[config.mk]
export PLATFORM = sky130hd
export DESIGN_NAME = bfx_unit
export DESIGN_NICKNAME = d
export VERILOG_FILES = /design/src/rtl/bfx_pkg.sv /design/src/rtl/bfx_range.sv /design/src/rtl/bfx_extract.sv /design/src/rtl/bfx_insert.sv /design/src/rtl/bfx_unit.sv
export SDC_FILE = /design/constraint.sdc
export NUM_CORES = 1
export LEC_CHECK = 0
export BUFFER_PORTS_ARGS = -buffer_cell sky130_fd_sc_hd__buf_4
export CAP_MARGIN = 20
export CORE_AREA = 5 5 149 137
export DETAILED_ROUTE_END_ITERATION = 16
export DIE_AREA = 0 0 154 142
export PLACE_DENSITY = 0.74
export SLEW_MARGIN = 10
export SYNTH_ARGS = -nofsm -noshare
export SYNTH_HDL_FRONTEND = slang
export SYNTH_SLANG_ARGS = --single-unit
[constraint.sdc]
create_clock -name clk_i -period 0.8 [get_ports clk_i]
set_clock_uncertainty 0.15 [all_clocks]
set_input_delay 0.16 -clock clk_i [delete_from_list [all_inputs] [get_ports clk_i]]
set_output_delay 0.16 -clock clk_i [all_outputs]
set_load 0.1 [all_outputs]
[src/rtl/bfx_pkg.sv]
package bfx_pkg;
  typedef enum logic {
    BFX_EXTRACT = 1'b0,
    BFX_INSERT  = 1'b1
  } bfx_mode_e;
endpackage

[src/rtl/bfx_range.sv]
module bfx_range #(
  parameter int DATA_W = 32,
  localparam int POS_W = $clog2(DATA_W),
  localparam int WID_W = POS_W + 1
) (
  input  logic [POS_W-1:0] top_i,
  input  logic [WID_W-1:0] width_i,
  output logic             valid_o,
  output logic [POS_W-1:0] low_o
);
  logic [WID_W:0] span;
  logic [WID_W:0] low_ext;

  assign span    = {2'b00, top_i} + 1'b1;
  assign valid_o = (width_i != '0) && ({1'b0, width_i} <= span);
  assign low_ext = span - {1'b0, width_i};
  assign low_o   = low_ext[POS_W-1:0];
endmodule

[src/rtl/bfx_extract.sv]
module bfx_extract #(
  parameter int DATA_W = 32,
  localparam int POS_W = $clog2(DATA_W),
  localparam int WID_W = POS_W + 1
) (
  input  logic [DATA_W-1:0] src_i,
  input  logic [POS_W-1:0]  top_i,
  input  logic [WID_W-1:0]  width_i,
  output logic [DATA_W-1:0] res_o
);
  logic [WID_W-1:0]  shl_amt;
  logic [WID_W-1:0]  shr_amt;
  logic [DATA_W-1:0] aligned_hi;

  // top bit to MSB, then zero-fill down to bit 0
  assign shl_amt    = WID_W'(DATA_W - 1) - {1'b0, top_i};
  assign shr_amt    = WID_W'(DATA_W) - width_i;
  assign aligned_hi = src_i << shl_amt;
  assign res_o      = aligned_hi >> shr_amt;
endmodule

[src/rtl/bfx_insert.sv]
module bfx_insert #(
  parameter int DATA_W = 32,
  localparam int POS_W = $clog2(DATA_W),
  localparam int WID_W = POS_W + 1
) (
  input  logic [DATA_W-1:0] dst_i,
  input  logic [DATA_W-1:0] val_i,
  input  logic [POS_W-1:0]  low_i,
  input  logic [WID_W-1:0]  width_i,
  output logic [DATA_W-1:0] res_o
);
  logic [DATA_W-1:0] low_ones;
  logic [DATA_W-1:0] clr_mask;
  logic [DATA_W-1:0] cleared;
  logic [DATA_W-1:0] placed;

  // width == DATA_W shifts everything out -> all ones
  assign low_ones = ~({DATA_W{1'b1}} << width_i);
  assign clr_mask = ~(low_ones << low_i);
  assign cleared  = dst_i & clr_mask;
  assign placed   = (val_i & low_ones) << low_i;
  assign res_o    = cleared | placed;
endmodule

[src/rtl/bfx_unit.sv]
module bfx_unit
  import bfx_pkg::*;
#(
  parameter int DATA_W = 32,
  localparam int POS_W = $clog2(DATA_W),
  localparam int WID_W = POS_W + 1
) (
  input  logic              clk_i,
  input  logic              rst_ni,
  input  logic              mode_i,
  input  logic [POS_W-1:0]  top_i,
  input  logic [WID_W-1:0]  width_i,
  input  logic [DATA_W-1:0] word_i,
  input  logic [DATA_W-1:0] field_i,
  output logic [DATA_W-1:0] data_o,
  output logic              err_o
);
  logic              valid;
  logic [POS_W-1:0]  low;
  logic [DATA_W-1:0] ext_res;
  logic [DATA_W-1:0] ins_res;
  logic [DATA_W-1:0] data_d;
  bfx_mode_e         mode;

  assign mode = bfx_mode_e'(mode_i);

  bfx_range #(.DATA_W(DATA_W)) i_range (
    .top_i   (top_i),
    .width_i (width_i),
    .valid_o (valid),
    .low_o   (low)
  );

  bfx_extract #(.DATA_W(DATA_W)) i_extract (
    .src_i   (word_i),
    .top_i   (top_i),
    .width_i (width_i),
    .res_o   (ext_res)
  );

  bfx_insert #(.DATA_W(DATA_W)) i_insert (
    .dst_i   (word_i),
    .val_i   (field_i),
    .low_i   (low),
    .width_i (width_i),
    .res_o   (ins_res)
  );

  always_comb begin
    if (!valid)                   data_d = '0;
    else if (mode == BFX_INSERT)  data_d = ins_res;
    else                          data_d = ext_res;
  end

  always_ff @(posedge clk_i or negedge rst_ni) begin
    if (!rst_ni) begin
      data_o <= '0;
      err_o  <= 1'b0;
    end else begin
      data_o <= data_d;
      err_o  <= ~valid;
    end
  end
endmodule

==> metrics.txt, run 1 <==
dpl cells 2034; buffers added on ports 110; Halt Reason [ERROR GRT-0232] Routing congestion too high. Check the congestion heatmap in the GUI.; Fail Step global routing; H-tree levels 2; Die X 154 µm; largest net degree at the start of global routing 39; Die Y-Extent 142 µm; Seq/Total Area, Yosys 0.08225; Synth Instances 1312; root buf cell clkbuf_16; Detail Placement HPWL 42900 µm; dpl cell area 0.01486 mm²; FP Rows 48; GRT worst endpoint data_o[15]$_DFF_PN0_/D; Mapped Area 0.01004 mm²; top-area cell type share of the netlist area 0.1234; # IOs 111; routability cong. 1.101; Post-synth ARST share 1.000; starting density of the core 0.5358; Post-synth EDFFs 0; top_reg_cell synth dfrtp_1; Max Root-Sink Buffers 2; Tot GR Track Use 0.9476; cell taking the most area after synthesis mux4_2; CTS buffer count 5; syn_area_per_cell 7.652 µm²; clk sink count 33; worst ep type register data pin; status aborted with a tool error; syn nets 1407; top post-synthesis cells by area mux4_2 12%, mux2i_1 9.3%, dfrtp_1 8.2%; Yosys warning total 0; gr ovfl total 1006; Yosys cell types 90; flops & latches, synth 33
[stage by stage]
stage               TNS (ns)  setup slack [ns]
floorplan             -77.75            -2.425
global placement      -89.57            -2.723
detailed placement    -91.76            -2.765
CTS                   -79.18            -2.057
[cell families after synthesis]
| group | count (synthesis) | share of synthesized area |
|---|---|---|
| AO/OA/AOI/OAI | 507 | 0.3658 |
| AND/OR/NAND/NOR | 395 | 0.1906 |
| multiplexers | 179 | 0.2554 |
| buffers and inverters | 169 | 0.07365 |
| flip-flops | 33 | 0.08225 |
| adder cells (fa/ha/maj) | 17 | 0.02193 |
| XOR/XNOR | 12 | 0.01047 |
[routing by layer]
layer,GRT overflow,GRT usage
met1,20,0.8781
met2,629,1.112
met3,48,0.8258
met4,301,1.053
met5,8,0.5671
[cells in the mapped netlist, types with 17 or more instances]
| cell type | instances |
|---|---|
| nand2_1 | 122 |
| o21ai_0 | 98 |
| clkbuf_1 | 94 |
| mux2i_1 | 93 |
| nor2_1 | 83 |
| a21oi_1 | 57 |
| mux4_2 | 55 |
| nand3_1 | 45 |
| nor3_1 | 36 |
| o211ai_1 | 35 |
| dfrtp_1 | 33 |
| a22oi_1 | 30 |
| mux2_2 | 27 |
| inv_1 | 23 |
| a211oi_1 | 22 |
| a31oi_1 | 22 |
| a221oi_1 | 18 |
| o22ai_1 | 18 |
| buf_1 | 17 |
| buf_2 | 17 |
| o21a_1 | 17 |
[timing repair]
action / 4_1_cts
endpoints found under the hold margin: 33
buffers inserted: 31
endpoints found under the setup margin: 66
pin swaps: 63
gates resized for setup: 337
cloned: 8
==> run 2: changes to the inputs <==
--- a/config.mk
+++ b/config.mk
@@ -7,10 +7,10 @@
 export LEC_CHECK = 0
 export BUFFER_PORTS_ARGS = -buffer_cell sky130_fd_sc_hd__buf_4
 export CAP_MARGIN = 20
-export CORE_AREA = 5 5 149 137
+export CORE_AREA = 5 5 165 167
 export DETAILED_ROUTE_END_ITERATION = 16
-export DIE_AREA = 0 0 154 142
-export PLACE_DENSITY = 0.74
+export DIE_AREA = 0 0 170 172
+export PLACE_DENSITY_LB_ADDON = 0.15
 export SLEW_MARGIN = 10
 export SYNTH_ARGS = -nofsm -noshare
 export SYNTH_HDL_FRONTEND = slang
==> run 2 against run 1 <==
The flow now finishes, with violations (setup timing). Synthesized area stayed put. Synthesized cell count unchanged.
==> metrics.txt, run 2 <==
status finished, violations left; failing checks setup timing; met2 Use GR 0.6292; FP Rows 59; via count 15030; cell taking the most area after synthesis mux4_2; GR Util met3 0.07705; syn_area_per_cell 7.652 µm²; Biggest register data_o; flip-flop count of the largest register after layout 32; final setup fails 66; Max VDD drop 1.677 mV; Tcrit/Tclk final 3.831; DR WL/cell 27.06 µm; Max Root-Sink Buffers 2; area of the die 0.02924 mm²; Synth Area in XOR/XNOR 0.01047; Post-Synth Simple-Gate Area 0.1906; top achievable clock speed 326.3 MHz; flops & latches, synth 33; Nets 2001; most frequent cells in the layout 605 x buf_4, 109 x nand2_1, 70 x nor2_1, 65 x mux2i_1, 62 x buf_12; setup ws final -2.265 ns; H-tree levels 2; Min Clock Period, post-route 3.065 ns; Hold Vio Cnt, Final 0; Tot GR Track Use 0.3907; most common cell after layout, fill and taps aside buf_4; Detail Placement HPWL 46300 µm; largest family of logic cells by synthesized area compound AO/OA/AOI/OAI gates; ant diodes 0; Worst slew margin 0.5198; hold slack 0.1293 ns; Worst Path Max Fanout 7; share of cells above drive strength 1 0.5836; GRT Max-Usage Layer met2; initial antenna violation count 0; global-route wire length before repair 88490 µm; post-synthesis mux area share 0.2554; DR pass1 iterations 6; Yosys warning total 0; worst setup path start top_i[0]; Synth Instances 1312; top-area cell type share of the netlist area 0.1234; Tightest Pin Transition 0.7138 ns; # DRC 0; Seq/Total Area, Yosys 0.08225; starting density of the core 0.3919; CTS buffer count 5; buffers added on ports 110; ANT nets after route 0; drt first-iter violations 1990; last element of the critical path data_o[19]; critical path class primary input to register; most common cell in the netlist nand2_1; Die X 170 µm; DRT Wirelength 60670 µm; Post-synth EDFFs 0; vias in the first global route 14500; Pwr Density 1648 mW/mm²; largest net degree at the start of global routing 39; Die Y-Extent 172 µm; RSZ-0062 raised after global routing true; CP Data Arrival Time 3.09 ns; top post-synthesis cells by area mux4_2 12%, mux2i_1 9.3%, dfrtp_1 8.2%; Synth Area in Compound Gates 0.3658; grt met1 use 0.5004; syn nets 1407; vias per cell 6.704; Post-synth ARST share 1.000; top flop regs data_o (32), err_o (1); core area 0.02562 mm²; Post-synth top cells 122 x nand2_1, 98 x o21ai_0, 94 x clkbuf_1, 93 x mux2i_1, 83 x nor2_1; CTS tree built; post-synthesis adder-cell area fraction 0.02193; Yosys cell types 90; gr ovfl total 0; max-slew violation count 0; clk sink count 33; Leak 7.792 nW; multi-input logic area 0.01017 mm²; top_reg_cell synth dfrtp_1; CTS clk-pin slew, worst paths 0.06 ns; Fill cells 1956; routability cong. 1.051; CP Launch Type primary input; Area growth, synth to finish 84.51%; Critical Path RT 0.82 ns; # IOs 111; Hold Crit Class primary input to register; root buf cell clkbuf_16; Place WS -2.949 ns; Critical Path End Type register; register area 949.7 µm²; max_cap viols 0; Mapped Area 0.01004 mm²
run 2: power by group:
part           leakage (nW)  switching [mW]  total, mW  internal [mW]
clock                0.0800           0.801       2.28           1.47
sequential            0.384           0.240       2.33           2.09
combinational          7.33            13.8       25.9           12.1
total                  7.79            14.8       30.5           15.7
run 2: area by class of cell:
type,count,share of cell area
clock inverter,3,0.002499
sequential,33,0.05127
clock buffer,5,0.006754
multi-input combinational,1110,0.5488
tap,335,0.02263
inverter,30,0.008443
timing repair buffer,726,0.3596
run 2: cell families after synthesis:
family / count (synthesis)
buffers and inverters: 169
DFF: 33
AOI/OAI and AO/OA: 507
xor gates and xnor gates: 12
and+or+nand+nor: 395
muxes: 179
adders and majority gates: 17
run 2: stage by stage:
| step | TNS (ns) | power, mW | cell area [µm²] | cells | util |
|---|---|---|---|---|---|
| final | -84.51 | 30.53 | 18520 | 2242 | 0.7231 |
| after floorplan | -77.75 | 13.44 | 10640 | 1312 | - |
| after global placement | -92.44 | 22.25 | 15380 | 2158 | 0.6005 |
| after detailed placement | -93.07 | 22.28 | 15380 | 2158 | 0.6005 |
| after global routing | -86.22 | 31.53 | 18520 | 2242 | 0.7231 |
| after CTS | -81.98 | 28.48 | 17840 | 2222 | 0.6965 |
run 2: layer usage:
| layer | part of all wire | vias up |
|---|---|---|
| li1 | - | 6440 |
| met3 | 0.10 | 263 |
| met1 | 0.38 | 7215 |
| met5 | 0 | - |
| met4 | 0.071 | 0 |
| met2 | 0.45 | 1112 |
run 2: worst min path at each step:
| stage | startpoint | to | slack, ns | cells after the start |
|---|---|---|---|---|
| 4_1_cts | mode_i | data_o[21] | 0.14 | 3 |
| 3_3_place_gp | rst_ni | data_o[17] | -0.03 | 2 |
| 5_1_grt | word_i[30] | data_o[30] | 0.12 | 3 |
| 2_1_floorplan | rst_ni | data_o[0] | -0.29 | 0 |
| 6_report | mode_i | data_o[21] | 0.13 | 3 |
| 3_5_place_dp | rst_ni | data_o[17] | -0.03 | 2 |
run 2: what timing repair did:
item	4_1_cts	5_1_grt
cloned	9	1
endpoints found under the setup margin	66	66
hold buffers	1	0
pin swaps	94	59
resized for setup	382	115
buffers inserted	52	21
endpoints found under the hold margin	33	0
run 2: critical path: stages:
cell      delay (ns)
buf_12          0.11
buf_12          0.14
buf_12          0.14
buf_8           0.13
mux2_4          0.30
mux4_2          0.58
a21oi_4         0.23
a22oi_2         0.11
a222oi_1        0.51
buf_4           0.22
nor2_2          0.05
o22a_1          0.17
a32o_1          0.21
Note: power is estimated with default switching activity, not from simulation.
==> run 3: changes to the inputs <==
--- a/config.mk
+++ b/config.mk
@@ -8,9 +8,10 @@
 export BUFFER_PORTS_ARGS = -buffer_cell sky130_fd_sc_hd__buf_4
 export CAP_MARGIN = 20
 export CORE_AREA = 5 5 165 167
+export CTS_CLUSTER_DIAMETER = 120
 export DETAILED_ROUTE_END_ITERATION = 16
 export DIE_AREA = 0 0 170 172
-export PLACE_DENSITY_LB_ADDON = 0.15
+export PLACE_DENSITY = 0.56
 export SLEW_MARGIN = 10
 export SYNTH_ARGS = -nofsm -noshare
 export SYNTH_HDL_FRONTEND = slang
==> run 3 against run 2 <==
The flow still finishes with violations (setup timing). Fmax increased by 0.84%. Non-clock buffer count down 22. Power is 3.5% lower. Sequential cell count did not move. Final cell count shrank 0.98%. Via count decreased by 1.5%. Routed wire length down 2.7%. Critical path depth fell by 1. First-iteration DRC count down 0.50%. Combinational power is 4% lower. Critical endpoint unchanged. Highest routed layer unchanged.
==> metrics.txt, run 3 (synthesis gave the netlist of run 2 again) <==
vias in the first global route 13980; # DRC 0; most frequent cells in the layout 598 x buf_4, 113 x nand2_1, 74 x nor2_1, 70 x mux2i_1, 68 x o21ai_0; flip-flop count of the largest register after layout 32; Area growth, synth to finish 80.00%; DR pass1 iterations 6; Max Root-Sink Buffers 2; CP Cell Sequence buf_12, buf_12, buf_16, mux4_2, mux2_4, and2_4, or3_4, a222oi_1, buf_4, nor2_2, o22a_1, a32o_1; Pwr Density 1630 mW/mm²; top achievable clock speed 329.0 MHz; Biggest register data_o; Nets 1979; final instance area 0.01807 mm²; slowest CP cell mux4_2; gr ovfl total 0; CTS tree built; Max VDD drop 1.838 mV; Hold Crit Depth 3; Critical Path End Type register; min-delay src word_i[27]; ANT nets after route 0; Hold Crit Class primary input to register; most frequent CP cell buf_12; routed wl met2 26610 µm; Die Y-Extent 172 µm; Critical Path RT 0.82 ns; RSZ-0062 raised after global routing true; DRT Wirelength 59040 µm; CP Data Arrival Time 3.06 ns; # IOs 111; most common cell after layout, fill and taps aside buf_4; critical path class primary input to register; clk sink count 33; largest net degree at the start of global routing 39; Worst slew margin 0.5152; global-route wire length before repair 86200 µm; met1 WL 22740 µm; drt first-iter violations 1980; Tightest Pin Transition 0.7237 ns; Tcrit/Tclk final 3.799; max-slew violation count 0; CTS buffer count 5; Min Clock Period, post-route 3.040 ns; vias per cell 6.670; Tot Pwr 29.45 mW; top flop regs data_o (32), err_o (1); setup ws final -2.240 ns; Leak 7.616 nW; final setup fails 66; Critical path buffers and inverters 4; Detail Placement HPWL 45900 µm; dpl cell area 0.01532 mm²; via count 14810; starting density of the core 0.3919; Top Family by Delay on Critical Path compound AO/OA/AOI/OAI gates; Hold Vio Cnt, Final 0; Worst Path Max Fanout 13; core area 0.02562 mm²; routability cong. 1.054; share of cells above drive strength 1 0.5671; uppermost layer routed met4; CTS clk-pin slew, worst paths 0.06 ns; buffers added on ports 110; setup_tns -83.32 ns; DR WL/cell 26.59 µm; area of the die 0.02924 mm²; Die X 170 µm; Hold Path Sink data_o[27]; H-tree levels 2; failing checks setup timing; initial antenna violation count 0; ant diodes 0; max_cap viols 0; met3 WL 5629 µm; CP Launch Type primary input; Worst path max stage delay 0.53 ns; Tot GR Track Use 0.3797; root buf cell clkbuf_16; FP Rows 59; status finished, violations left
[run 3: cell count changes in the layout (fill, tap and decap cells not counted), sizes merged]
| cell | delta |
|---|---|
| buf | -22 |
| bufbuf | +1 |
| clkbuf | +1 |
| clkinv | +1 |
| clkinvlp | -2 |
| inv | -1 |
[run 3: worst max-delay path by stage]
stage,endpoint,start,depth (start not counted),slack [ns]
2_1_floorplan,data_o[27],top_i[2],16,-2.43
3_3_place_gp,data_o[1],top_i[0],14,-2.92
3_5_place_dp,data_o[1],top_i[0],14,-2.88
4_1_cts,data_o[8],top_i[0],12,-2.16
5_1_grt,data_o[0],top_i[0],12,-2.27
6_report,data_o[19],top_i[0],12,-2.24
[run 3: worst min-delay path, stage by stage]
cell and delay, ns:
buf_4 0.14, a221oi_2 0.07, o21ai_1 0.15
[run 3: area by class of cell]
cell class                 instances  area [µm²]
sequential                        33       949.7
tap                              335       419.2
timing repair buffer             704        6377
inverter                          30       135.1
clock buffer                       7       142.6
fill                            2029        7545
multi-input combinational       1110       10020
clock inverter                     1       30.03
[run 3: report_power, final]
part           switching [mW]  total [mW]  internal [mW]  leakage, nW
sequential              0.237        2.33           2.09        0.384
combinational            13.4        24.9           11.5         7.15
clock                   0.719        2.27           1.56       0.0841
[run 3: what timing repair did]
| action | CTS | global route |
|---|---|---|
| setup endpoints to repair | 66 | 66 |
| pin swaps | 77 | 37 |
| hold buffers | 1 | 0 |
| cloned | 8 | 0 |
| hold endpoints to repair | 33 | 0 |
| resized for setup | 365 | 73 |
| buffers inserted | 39 | 10 |
[run 3: routing by layer]
metal / track usage / vias up
met5: 0 / -
met4: 0.1910 / 0
met3: 0.06584 / 265
met2: 0.6106 / 1036
met1: 0.4935 / 7122
li1: - / 6385
[run 3: stage by stage]
| step | hold WS, ns | util | worst slack [ns] | cells |
|---|---|---|---|---|
| global route | 0.1503 | 0.7055 | -2.273 | 2220 |
| floorplan | -0.2856 | - | -2.425 | 1312 |
| finish | 0.1471 | 0.7055 | -2.240 | 2220 |
| detailed placement | -0.03156 | 0.5983 | -2.884 | 2157 |
| global placement | -0.03559 | 0.5983 | -2.920 | 2157 |
| CTS | 0.1403 | 0.6894 | -2.161 | 2210 |
==> run 4: changes to the inputs <==
--- a/config.mk
+++ b/config.mk
@@ -7,11 +7,13 @@
 export LEC_CHECK = 0
 export BUFFER_PORTS_ARGS = -buffer_cell sky130_fd_sc_hd__buf_4
 export CAP_MARGIN = 20
-export CORE_AREA = 5 5 165 167
+export CELL_PAD_IN_SITES_DETAIL_PLACEMENT = 0
+export CELL_PAD_IN_SITES_GLOBAL_PLACEMENT = 1
+export CORE_AREA = 5 5 173 159
 export CTS_CLUSTER_DIAMETER = 120
 export DETAILED_ROUTE_END_ITERATION = 16
-export DIE_AREA = 0 0 170 172
-export PLACE_DENSITY = 0.56
+export DIE_AREA = 0 0 178 164
+export PLACE_DENSITY = 0.73
 export SLEW_MARGIN = 10
 export SYNTH_ARGS = -nofsm -noshare
 export SYNTH_HDL_FRONTEND = slang
==> run 4 against run 3 <==
The flow still finishes with violations (setup timing). Via count increased by 1.3%. Fmax is essentially flat. Cell area fell by 0.12%. Die area is 0.16% lower. Sequential power barely moved. Utilization barely moved. Critical path depth unchanged. Clock power about the same. Worst hold slack worse by 0.041 ns. Critical endpoint is now data_o[6]. Highest routed layer unchanged.
==> metrics.txt, run 4 (synthesis gave the netlist of run 2 again) <==
Die X 178 µm; Tcrit/Tclk final 3.796; # IOs 111; critical path class primary input to register; status finished, violations left; Hold Crit Depth 3; dpl cells 2188; largest net degree at the start of global routing 39; starting density of the core 0.3926; H-tree levels 2; Min Clock Period, post-route 3.037 ns; buffers added on ports 110; initial antenna violation count 0; Detail Placement HPWL 47040 µm; Critical Path End Type register; share of cells above drive strength 1 0.5672; Pwr Density 1643 mW/mm²; setup ws final -2.237 ns; most frequent CP cell buf_12; min-delay src word_i[30]; final instance area 0.01805 mm²; top flop regs data_o (32), err_o (1); most frequent cells in the layout 617 x buf_4, 113 x nand2_1, 75 x nor2_1, 69 x mux2i_1, 65 x o21ai_0; FP Rows 56; routability cong. 1.049; CP Launch Type primary input; Leak 7.630 nW; Worst Path Max Fanout 5; Tot GR Track Use 0.3915; vias in the first global route 14290; flip-flop count of the largest register after layout 32; gr ovfl total 0; vias per cell 6.649; Power Internal 15.15 mW; Switching Fraction 0.4890; DRT Wirelength 59730 µm; Combinational Power Share 0.844; Tightest Pin Transition 0.6277 ns; Worst slew margin 0.5815; core area 0.02557 mm²; # DRC 0; final setup fails 66; ANT nets after route 0; root buf cell clkbuf_16; Place WS -2.805 ns; RSZ-0062 raised after global routing true; Critical Path RT 0.81 ns; Die Y-Extent 164 µm; global-route wire length before repair 88260 µm; Hold Vio Cnt, Final 0; Top Family by Delay on Critical Path compound AO/OA/AOI/OAI gates; Util after Layout 0.7057; Hold Crit Class primary input to register; CP Data Arrival Time 3.04 ns; non-filler cells, final 2255; Worst path max stage delay 0.58 ns; Max Root-Sink Buffers 2; max-slew violation count 0; Area growth, synth to finish 79.77%; via count 14990; DR pass1 iterations 6; most common cell after layout, fill and taps aside buf_4; Max VDD drop 0.9107 mV; Levels on crit path 12; Biggest register data_o; hold slack 0.1063 ns; Clk pwr share 0.077; Tot Pwr 29.65 mW; CTS clk-pin slew, worst paths 0.05 ns; max_cap viols 0; DR WL/cell 26.49 µm; CTS tree built; CTS buffer count 5; top achievable clock speed 329.3 MHz; last element of the critical path data_o[6]; dpl cell area 0.01549 mm²; sequential power share 0.079; failing checks setup timing; Critical path buffers and inverters 4; clk sink count 33; setup_tns -83.25 ns; worst setup path start top_i[0]; Psw 14.50 mW; drt first-iter violations 2443; slowest CP cell mux4_2; CP Cell Sequence buf_12, buf_12, mux2_4, mux4_2, buf_6, a211o_1, o21a_1, a22oi_2, a222oi_1, buf_4, a221o_1, o2bb2ai_1; Nets 2000; area of the die 0.02919 mm²
==> run 4: cell types whose count changed in the layout (fill, tap and decap cells not counted), moves of 5 or more <==
cell     before  now
a31oi_1      18   13
a31oi_2       3    8
buf_4       598  617
o21ai_2      14    9
mux2i_2      11   16
buf_12       56   61
o21ai_1      18   27
==> run 4: how the worst min path moves through the flow <==
stage	endpoint	slack [ns]
2_1_floorplan	data_o[0]	-0.29
3_3_place_gp	data_o[0]	-0.03
3_5_place_dp	data_o[0]	-0.03
4_1_cts	data_o[27]	0.10
5_1_grt	data_o[30]	0.11
6_report	data_o[30]	0.11
==> run 4: area by class of cell <==
type,count,area [µm²]
fillers,2038,7526
clock buffers,7,142.6
diodes,1,2.502
flip-flops and latches,33,949.7
repair buffers,725,6460
clock inverters,1,30.03
inverters,30,137.6
multi-input cells,1110,9891
well taps,348,435.4
==> run 4: power by group through the flow <==
| stage | clock [mW] | sequential [mW] | combinational, mW |
|---|---|---|---|
| 4_1_cts | 2.28 | 2.33 | 23.1 |
| 2_1_floorplan | 0 | 4.13 | 9.32 |
| 3_5_place_dp | 0 | 2.22 | 20.3 |
| 3_3_place_gp | 0 | 2.22 | 20.3 |
| 6_report | 2.28 | 2.35 | 25.0 |
| 5_1_grt | 2.35 | 2.38 | 25.8 |
==> run 4: worst min-delay path, delay by kind of cell <==
kind,cells,cell delay (ns)
compound gates,2,0.20
buf+inv,1,0.13
==> run 4: repair_timing <==
action / CTS / global route
endpoints found under the hold margin: 33 / 0
setup buffers: 40 / 21
hold buffers: 1 / 0
gates resized for setup: 316 / 108
pin swaps: 72 / 59
gates cloned: 3 / 2
setup endpoints to repair: 66 / 66
==> run 4: routing by layer <==
metal,up-vias,part of all wire,GRT usage
met5,-,0,0
met4,0,0.041,0.1040
met3,177,0.12,0.07319
met2,1188,0.43,0.6036
met1,7206,0.40,0.5627
li1,6423,-,-
